## src/rtl/wic_pkg.sv

```systemverilog
package wic_pkg;

    typedef enum logic {
        SCAN_IDLE,
        SCAN_RUN
    } scan_state_e;

    typedef struct packed {
        logic up;
        logic down;
    } nest_cmd_t;

    typedef enum logic [1:0] {
        NEST_HOLD,
        NEST_INC,
        NEST_DEC,
        NEST_BAD
    } nest_op_e;

    function automatic nest_op_e decode_nest(nest_cmd_t cmd, logic at_max, logic at_zero);
        nest_op_e op;
        op = NEST_HOLD;
        if (cmd.up && !cmd.down)
            op = at_max ? NEST_BAD : NEST_INC;
        else if (cmd.down && !cmd.up)
            op = at_zero ? NEST_BAD : NEST_DEC;
        return op;
    endfunction

endpackage

```

## src/rtl/wic_pending.sv

```systemverilog
module wic_pending #(
    parameter int LEVELS = 16
) (
    input  logic              clk,
    input  logic              rst,
    input  logic [LEVELS-1:0] wake_i,
    input  logic              take_i,
    output logic [LEVELS-1:0] pend_o
);
    logic [LEVELS-1:0] pend_q;

    for (genvar g = 0; g < LEVELS; g++) begin : g_bit
        always_ff @(posedge clk) begin
            if (rst)
                pend_q[g] <= 1'b0;
            else if (take_i)
                pend_q[g] <= wake_i[g];
            else
                pend_q[g] <= pend_q[g] | wake_i[g];
        end
    end

    assign pend_o = pend_q;
endmodule

```

## src/rtl/wic_nest.sv

```systemverilog
module wic_nest
    import wic_pkg::*;
#(
    parameter int NEST_MAX = 7,
    parameter int NEST_W   = $clog2(NEST_MAX + 1)
) (
    input  logic              clk,
    input  logic              rst,
    input  nest_cmd_t         cmd_i,
    output logic [NEST_W-1:0] count_o,
    output logic              zero_o,
    output logic              trap_o
);
    localparam logic [NEST_W-1:0] TOP = NEST_W'(NEST_MAX);

    logic [NEST_W-1:0] cnt_q;
    logic              trap_q;
    nest_op_e          op;

    always_comb op = decode_nest(cmd_i, cnt_q == TOP, cnt_q == '0);

    always_ff @(posedge clk) begin
        if (rst) begin
            cnt_q  <= '0;
            trap_q <= 1'b0;
        end else begin
            trap_q <= (op == NEST_BAD);
            case (op)
                NEST_INC: cnt_q <= cnt_q + 1'b1;
                NEST_DEC: cnt_q <= cnt_q - 1'b1;
                default:  cnt_q <= cnt_q;
            endcase
        end
    end

    assign count_o = cnt_q;
    assign zero_o  = (cnt_q == '0);
    assign trap_o  = trap_q;
endmodule

```

## src/rtl/wic_scan.sv

```systemverilog
module wic_scan
    import wic_pkg::*;
#(
    parameter int LEVELS = 16
) (
    input  logic              clk,
    input  logic              rst,
    input  logic              start_i,
    input  logic [LEVELS-1:0] snap_i,
    output logic [LEVELS-1:0] notify_o,
    output logic              done_o,
    output logic              any_o,
    output logic              busy_o
);
    scan_state_e       state_q;
    logic [LEVELS-1:0] snap_q;
    logic [LEVELS-1:0] top;
    logic [LEVELS-1:0] rest;
    logic              done_q;
    logic              any_q;

    always_comb begin
        top = '0;
        for (int i = 0; i < LEVELS; i++) begin
            if (snap_q[i]) begin
                top    = '0;
                top[i] = 1'b1;
            end
        end
        rest = snap_q & ~top;
    end

    always_ff @(posedge clk) begin
        if (rst) begin
            state_q <= SCAN_IDLE;
            snap_q  <= '0;
            done_q  <= 1'b0;
            any_q   <= 1'b0;
        end else begin
            done_q <= 1'b0;
            case (state_q)
                SCAN_IDLE: begin
                    if (start_i) begin
                        snap_q  <= snap_i;
                        any_q   <= 1'b0;
                        state_q <= SCAN_RUN;
                    end
                end
                default: begin
                    if (top != '0)
                        any_q <= 1'b1;
                    snap_q <= rest;
                    if (rest == '0) begin
                        state_q <= SCAN_IDLE;
                        done_q  <= 1'b1;
                    end
                end
            endcase
        end
    end

    assign busy_o   = (state_q == SCAN_RUN);
    assign notify_o = busy_o ? top : '0;
    assign done_o   = done_q;
    assign any_o    = any_q;
endmodule

```

## src/rtl/wake_irq_ctrl.sv

```systemverilog
module wake_irq_ctrl
    import wic_pkg::*;
#(
    parameter int          LEVELS        = 16,
    parameter int          NEST_MAX      = 7,
    parameter int          NEST_W        = $clog2(NEST_MAX + 1),
    parameter logic [15:0] RESERVED_MASK = 16'h0001
) (
    input  logic              clk,
    input  logic              rst,
    input  logic [LEVELS-1:0] wake_i,
    input  logic              sample_i,
    input  logic              disable_i,
    input  logic              enable_i,
    output logic              irq_pending_o,
    output logic [LEVELS-1:0] notify_o,
    output logic              svc_done_o,
    output logic              svc_any_o,
    output logic              trap_o,
    output logic [NEST_W-1:0] nest_o,
    output logic [LEVELS-1:0] reserved_mask_o
);
    logic [LEVELS-1:0] pend;
    logic              nest_zero;
    logic              busy;
    logic              take;
    nest_cmd_t         cmd;

    assign cmd.up   = disable_i;
    assign cmd.down = enable_i;
    assign take     = sample_i && nest_zero && !busy;

    wic_pending #(.LEVELS(LEVELS)) u_pend (
        .clk    (clk),
        .rst    (rst),
        .wake_i (wake_i),
        .take_i (take),
        .pend_o (pend)
    );

    wic_nest #(.NEST_MAX(NEST_MAX), .NEST_W(NEST_W)) u_nest (
        .clk     (clk),
        .rst     (rst),
        .cmd_i   (cmd),
        .count_o (nest_o),
        .zero_o  (nest_zero),
        .trap_o  (trap_o)
    );

    wic_scan #(.LEVELS(LEVELS)) u_scan (
        .clk      (clk),
        .rst      (rst),
        .start_i  (take),
        .snap_i   (pend),
        .notify_o (notify_o),
        .done_o   (svc_done_o),
        .any_o    (svc_any_o),
        .busy_o   (busy)
    );

    assign irq_pending_o   = (pend != '0) && nest_zero;
    assign reserved_mask_o = LEVELS'(RESERVED_MASK);
endmodule

```

## config.mk

```make
export PLATFORM = sky130hd
export DESIGN_NAME = wake_irq_ctrl
export DESIGN_NICKNAME = d
export VERILOG_FILES = /design/src/rtl/wic_pkg.sv /design/src/rtl/wic_pending.sv /design/src/rtl/wic_nest.sv /design/src/rtl/wic_scan.sv /design/src/rtl/wake_irq_ctrl.sv
export SDC_FILE = /design/constraint.sdc
export NUM_CORES = 1
export LEC_CHECK = 0
export ABC_AREA = 0
export ABC_CLOCK_PERIOD_IN_PS = 2360
export CAP_MARGIN = 20
export CELL_PAD_IN_SITES_DETAIL_PLACEMENT = 1
export CELL_PAD_IN_SITES_GLOBAL_PLACEMENT = 1
export CORE_MARGIN = 10
export CORE_UTILIZATION = 31
export DETAILED_ROUTE_END_ITERATION = 7
export PLACE_DENSITY = 0.85
export SETUP_SLACK_MARGIN = 0.02
export SLEW_MARGIN = 20
export SYNTH_ARGS = -nofsm -noshare
export SYNTH_HDL_FRONTEND = slang
export SYNTH_SLANG_ARGS = --single-unit
```

## constraint.sdc

```tcl
create_clock -name clk -period 2.36 [get_ports clk]
set_clock_uncertainty 0.1 [all_clocks]
set_input_delay 0.472 -clock clk [delete_from_list [all_inputs] [get_ports clk]]
set_output_delay 0.472 -clock clk [all_outputs]
set_load 0.01 [all_outputs]
```

=== After elaboration in Yosys (flattened, before gate mapping) ===
Cells that the tools add are included.

* Register bits: 39
* Input port bits: 21
* Word-level logic and storage cells: 111

* $add $sub $neg: 2
* Equal/unequal tests: 5
* Multiplexer cells: 47
* Bitwise logic cells: 19
* Reductions and logical operators: 16

{| class="wikitable"
|+ Operators with widths
! cell !! number
|-
| 16-bit 2-to-1 mux || 18
|-
| 16-bit nonzero test || 2
|-
| 1-bit 2-to-1 mux || 25
|-
| 16-bit bitwise AND || 1
|-
| 16-bit logical NOT || 1
|-
| 16-bit NOT || 1
|-
| 1-bit OR || 16
|-
| 2-bit 2-to-1 mux || 3
|-
| 3-bit case mux with 2 select lines || 1
|-
| 1-bit logical AND || 5
|-
| 2-bit == test (second input constant) || 2
|-
| 2-bit nonzero test || 2
|-
| 3-bit by 1-bit adder with 3-bit output (second input constant) || 1
|-
| 3-bit == test (second input constant) || 1
|-
| 1-bit logical NOT || 3
|-
| 3-bit logical NOT || 1
|-
| 3-bit by 1-bit subtractor with 3-bit output (second input constant) || 1
|-
| 2-bit by 1-bit == test with 1-bit output (second input constant) || 1
|-
| 2-bit != test (second input constant) || 1
|-
| 2-bit AND reduction || 1
|-
| 2-bit OR reduction || 1
|-
| 1-bit NOT || 1
|}

=== Longest topological paths before layout ===
* Depth after elaboration: 21
* Gate-level depth with buffers: 10
* Gate-level depth less buffers: 10

=== Modules after synthesis ===
From an unflattened synthesis, not the netlist that was laid out.

* Cells, all modules: 275
* Area, all modules: 2204.6 µm²

{| class="wikitable"
|+ By module, submodules not included
! module !! instances !! cells each !! area an instance (µm²) !! sequential area each (µm²)
|-
| wic_scan || 1 || 155 || 1192.4 || 380.4
|-
| wic_pending || 1 || 67 || 593.1 || 320.3
|-
| wic_nest || 1 || 27 || 246.5 || 80.1
|-
| wake_irq_ctrl || 1 || 26 || 172.7 || 0.0
|}

=== Worst setup path after synthesis ===
No wires, ideal clock.

* Path kind: register -> register
* From: register u_scan.snap_q[15]
* To: register u_scan.state_q, in the netlist u_scan.busy_o
* Setup time: 0.115 ns
* Arrival time: 2.015 ns
* Required time: 2.145 ns
* Setup slack: 0.130 ns
* Cell stages (with the launch flop): 6
* Path buffers: 0
* Path through: dfxtp_1 or4_4 o41ai_4 nand2_1 or4_4 o21a_1

* Longest elaborated chain between the ends: 6

{| class="wikitable"
|+ Ends and longest elaborated chain
! what !! line !! text
|-
| start, declared || wic_scan.sv:16 || <nowiki>logic [LEVELS-1:0] snap_q;</nowiki>
|-
| start signal, assigned || wic_scan.sv:44 || <nowiki>snap_q <= snap_i;</nowiki>
|-
| start signal, assigned || wic_scan.sv:52 || <nowiki>snap_q <= rest;</nowiki>
|-
| 16-bit 2-to-1 mux || wic_scan.sv:25 || <nowiki>if (snap_q[i]) begin</nowiki>
|-
| 16-bit NOT || wic_scan.sv:30 || <nowiki>rest = snap_q & ~top;</nowiki>
|-
| 16-bit bitwise AND * || wic_scan.sv:30 ||
|-
| 16-bit logical NOT * || wic_scan.sv:53 || <nowiki>if (rest == '0) begin</nowiki>
|-
| 1-bit 2-to-1 mux * || wic_scan.sv:53 ||
|-
| 1-bit 2-to-1 mux * || wic_scan.sv:41 || <nowiki>case (state_q)</nowiki>
|-
| end signal, assigned || wic_scan.sv:35 || <nowiki>state_q <= SCAN_IDLE;</nowiki>
|-
| end signal, assigned || wic_scan.sv:46 || <nowiki>state_q <= SCAN_RUN;</nowiki>
|-
| end signal, assigned || wic_scan.sv:54 || <nowiki>state_q <= SCAN_IDLE;</nowiki>
|-
| end, declared || wic_scan.sv:15 || <nowiki>scan_state_e state_q;</nowiki>
|}

Every way passes the cells marked *; elsewhere a longest branch is shown, timed or not.
A chain may end at the register's enable or synchronous reset.

=== Worst setup path after layout ===
* From: register u_scan.snap_q[15]
* To: output notify_o[7]

* Longest elaborated chain between the ends: 2

{| class="wikitable"
|+ Ends and longest elaborated chain
! what !! line !! text
|-
| 16-bit 2-to-1 mux || wic_scan.sv:25 ||
|-
| 16-bit 2-to-1 mux || wic_scan.sv:63 || <nowiki>assign notify_o = busy_o ? top : '0;</nowiki>
|-
| end, declared || wake_irq_ctrl.sv:16 || <nowiki>output logic [LEVELS-1:0] notify_o,</nowiki>
|}

No other way between the ends.

==> impl_metrics.json <==
{
  "status": "complete, but fails checks",
  "violations": "negative setup slack",
  "htreeDepth": 2,
  "post_dp_cell_area_um2": 2780,
  "fill_cells": 766,
  "n_antenna_cell": 0,
  "grt_pass1_wl_mm": 13.4,
  "antenna_left": 0,
  "synth_adder_area_share_pct": 2.73,
  "antenna_found_initial": 0,
  "layout_setup_ws_ps": -153,
  "final_nets": 369,
  "hold_class": "reg -> reg",
  "gp_congestion": 0.855,
  "drt-total-wl_mm": 8.93,
  "vdd_drop_max_mv": 0.463,
  "core_um2": 6310,
  "die_y_um": 101,
  "start_util_pct": 31.9,
  "postSynthAreaPerCell_um2": 8.25,
  "holdWs_ps": 393,
  "avgViaCountPerCell": 5.34,
  "finalHoldViolations": 0,
  "synth-simple-area-share_pct": 27.0,
  "synth.area.mux_share_pct": 1.99,
  "max_freq_ghz": 0.398,
  "fin_crit_sh_pct": 106,
  "cts_hold_buf": 0,
  "synth_top_area_share_pct": 38.8,
  "start_kind": "flop",
  "synth_edf_count": 0,
  "drtPass1Iterations": 4,
  "hpwl_mm": 5.51,
  "grt.overflow.total": 0,
  "vias": 2260,
  "dieWidth_um": 101,
  "seqCellArea_um2": 787,
  "synth_largest_area_cell": "dfxtp_1",
  "synth_seq_cells": 39,
  "leakage_nw": 1.38,
  "synth_top_family_by_area": "simple AND/OR/NAND/NOR gates",
  "drc": 0,
  "grt_pass1_vias": 2557,
  "layout_common_cells": "buf_4 (55), dfxtp_1 (36), nor2_1 (32), clkdlybuf4s50_1 (26), a21oi_1 (24)",
  "crit_path_end_kind": "output pin",
  "maxCapViolCount": 0,
  "synthCells": 244,
  "synth_cell_types": 47,
  "pre_cts_slack_ps": -294,
  "clock_path_buffers": 2,
  "grt_max_degree": 22,
  "cts.sink_count": 39,
  "ys_top_cells_by_area": "dfxtp_1 (39%), nor2_1 (6.5%), a21oi_1 (6.0%)",
  "crit_required_ps": 1790,
  "tightest_slew_ps": 525,
  "ys_seq_area_share_pct": 38.8,
  "slew_violations": 0,
  "clock_latency_ps": 300,
  "synth_xor_area_share_pct": 1.31,
  "syn2layout_area_growth_pct": 59.8,
  "multi_input_area_um2": 1330,
  "synth-async-reset-ratio_pct": 0,
  "synth_top_flop_cell": "dfxtp_1",
  "slew_headroom_pct": 64.7,
  "crit_arrival_ps": 1940,
  "final_common_cell": "buf_4",
  "period_needed_ps": 2510,
  "root_buffer": "clkbuf_8",
  "num_io_pins": 60,
  "final_util_pct": 51.0,
  "first_iter_violations": 142,
  "cts_tree": "done",
  "syn-cell-area_um2": 2010,
  "synth_compound_area_share_pct": 18.3,
  "yosysWarningCount": 0,
  "port_buffers": 43,
  "finish.instance_area_um2": 3220,
  "num_rows": 29,
  "criticalPathCategory": "reg -> out",
  "power_density_nw_per_um2": 846,
  "cts_buffers": 5,
  "critical_path.max_fanout": 2,
  "drive_gt1_share_pct": 36.1,
  "setup_viol": 12,
  "track_usage_pct": 16.3,
  "rsz0062_at_grt": "true",
  "routedWlPerCell_um": 21.1,
  "dieArea_um2": 10100,
  "clk_pin_slew_worst_paths_ps": 80
}
## synthesized netlist by cell type (all sizes together), types with 3 or more instances
library cell	n
nor4	9
or3	3
nor2b	3
nand3	4
nor3b	3
o21a	3
a21oi	24
and2	4
o21ai	4
clkbuf	10
nor4b	4
mux2i	4
dfxtp	39
inv	7
nand2	15
buf	17
nor2	35
nor3	7
or4	4
a211oi	8
and3	4
## where the power goes
| group | internal (mW) | leakage, nW | switching (mW) |
|---|---|---|---|
| clock network | 0.207 | 0.0412 | 0.259 |
| logic | 0.694 | 1.01 | 0.715 |
| registers | 0.745 | 0.323 | 0.104 |
| total | 1.65 | 1.38 | 1.08 |
## area by class of cell
class                           instances  share of cell area (%)
Multi-Input combinational cell        184                    41.3
Clock buffer                            6                    2.26
Tap cell                               77                    2.99
Sequential cell                        39                    24.5
Timing Repair Buffer                  107                    27.7
Clock inverter                          2                   0.389
Inverter                                8                   0.972
## sequential cells by signal (all words and copies together), names as in the netlist
| signal | cells |
|---|---|
| u_nest.count_o | 3 |
| u_nest.trap_o | 1 |
| u_pend.pend_o | 16 |
| u_scan.any_o | 1 |
| u_scan.busy_o | 1 |
| u_scan.done_o | 1 |
| u_scan.snap_q | 16 |
## cells by family (layout without fill, tap and decap cells)
family / Yosys count / count (layout)
AND/OR/NAND/NOR: 103 / 103
AO/OA/AOI/OAI: 54 / 54
flip-flops: 39 / 39
buffers and inverters: 35 / 123
adder cells (fa/ha/maj): 4 / 4
multiplexers: 4 / 4
XOR/XNOR: 3 / 3
other: 2 / 16
## critical path, stage by stage, from the launching register on
cell and delay (ps):
dfxtp_4 360, buf_6 110, or3b_4 390, nor2_4 130, nand3b_1 110, buf_4 160
nor4b_2 210, buf_2 170
## path summary, 6_finish.rpt
| check | start | end | slack (ps) | cells past startpoint |
|---|---|---|---|---|
| worst max-delay path | u_scan.snap_q[15]$_SDFFE_PP0P_ | notify_o[7] | -150 | 7 |
| worst min-delay path | u_scan.any_o$_SDFFE_PP0P_ | u_scan.any_o$_SDFFE_PP0P_ | 390 | 2 |
| worst max register to register | u_scan.snap_q[15]$_SDFFE_PP0P_ | u_scan.busy_o$_SDFF_PP0_ | -130 | 7 |
| worst min register to register | u_scan.any_o$_SDFFE_PP0P_ | u_scan.any_o$_SDFFE_PP0P_ | 390 | 2 |
## timing repair
action                     4_1_cts  5_1_grt
resized for setup              102       19
cloned                           0        0
setup endpoints to repair       19       19
setup buffers                   10        8
pin swaps                       13       16
## routing by layer
metal,up-vias,wire length [um],GRT usage (%)
met5,-,0,0
li1,1038,-,-
met3,35,479,4.73
met1,1097,3460,17.4
met4,0,411,7.61
met2,90,4580,28.6
## per-stage QoR
| step | TNS [ps] | std cells | power, mW |
|---|---|---|---|
| global route | -1780 | 423 | 2.85 |
| floorplan | 0 | 258 | 1.35 |
| finish | -966 | 423 | 2.72 |
| global placement | -2220 | 397 | 1.78 |
| detailed placement | -3250 | 397 | 1.84 |
| CTS | -498 | 415 | 2.54 |
(Power assumes the default switching activity.)
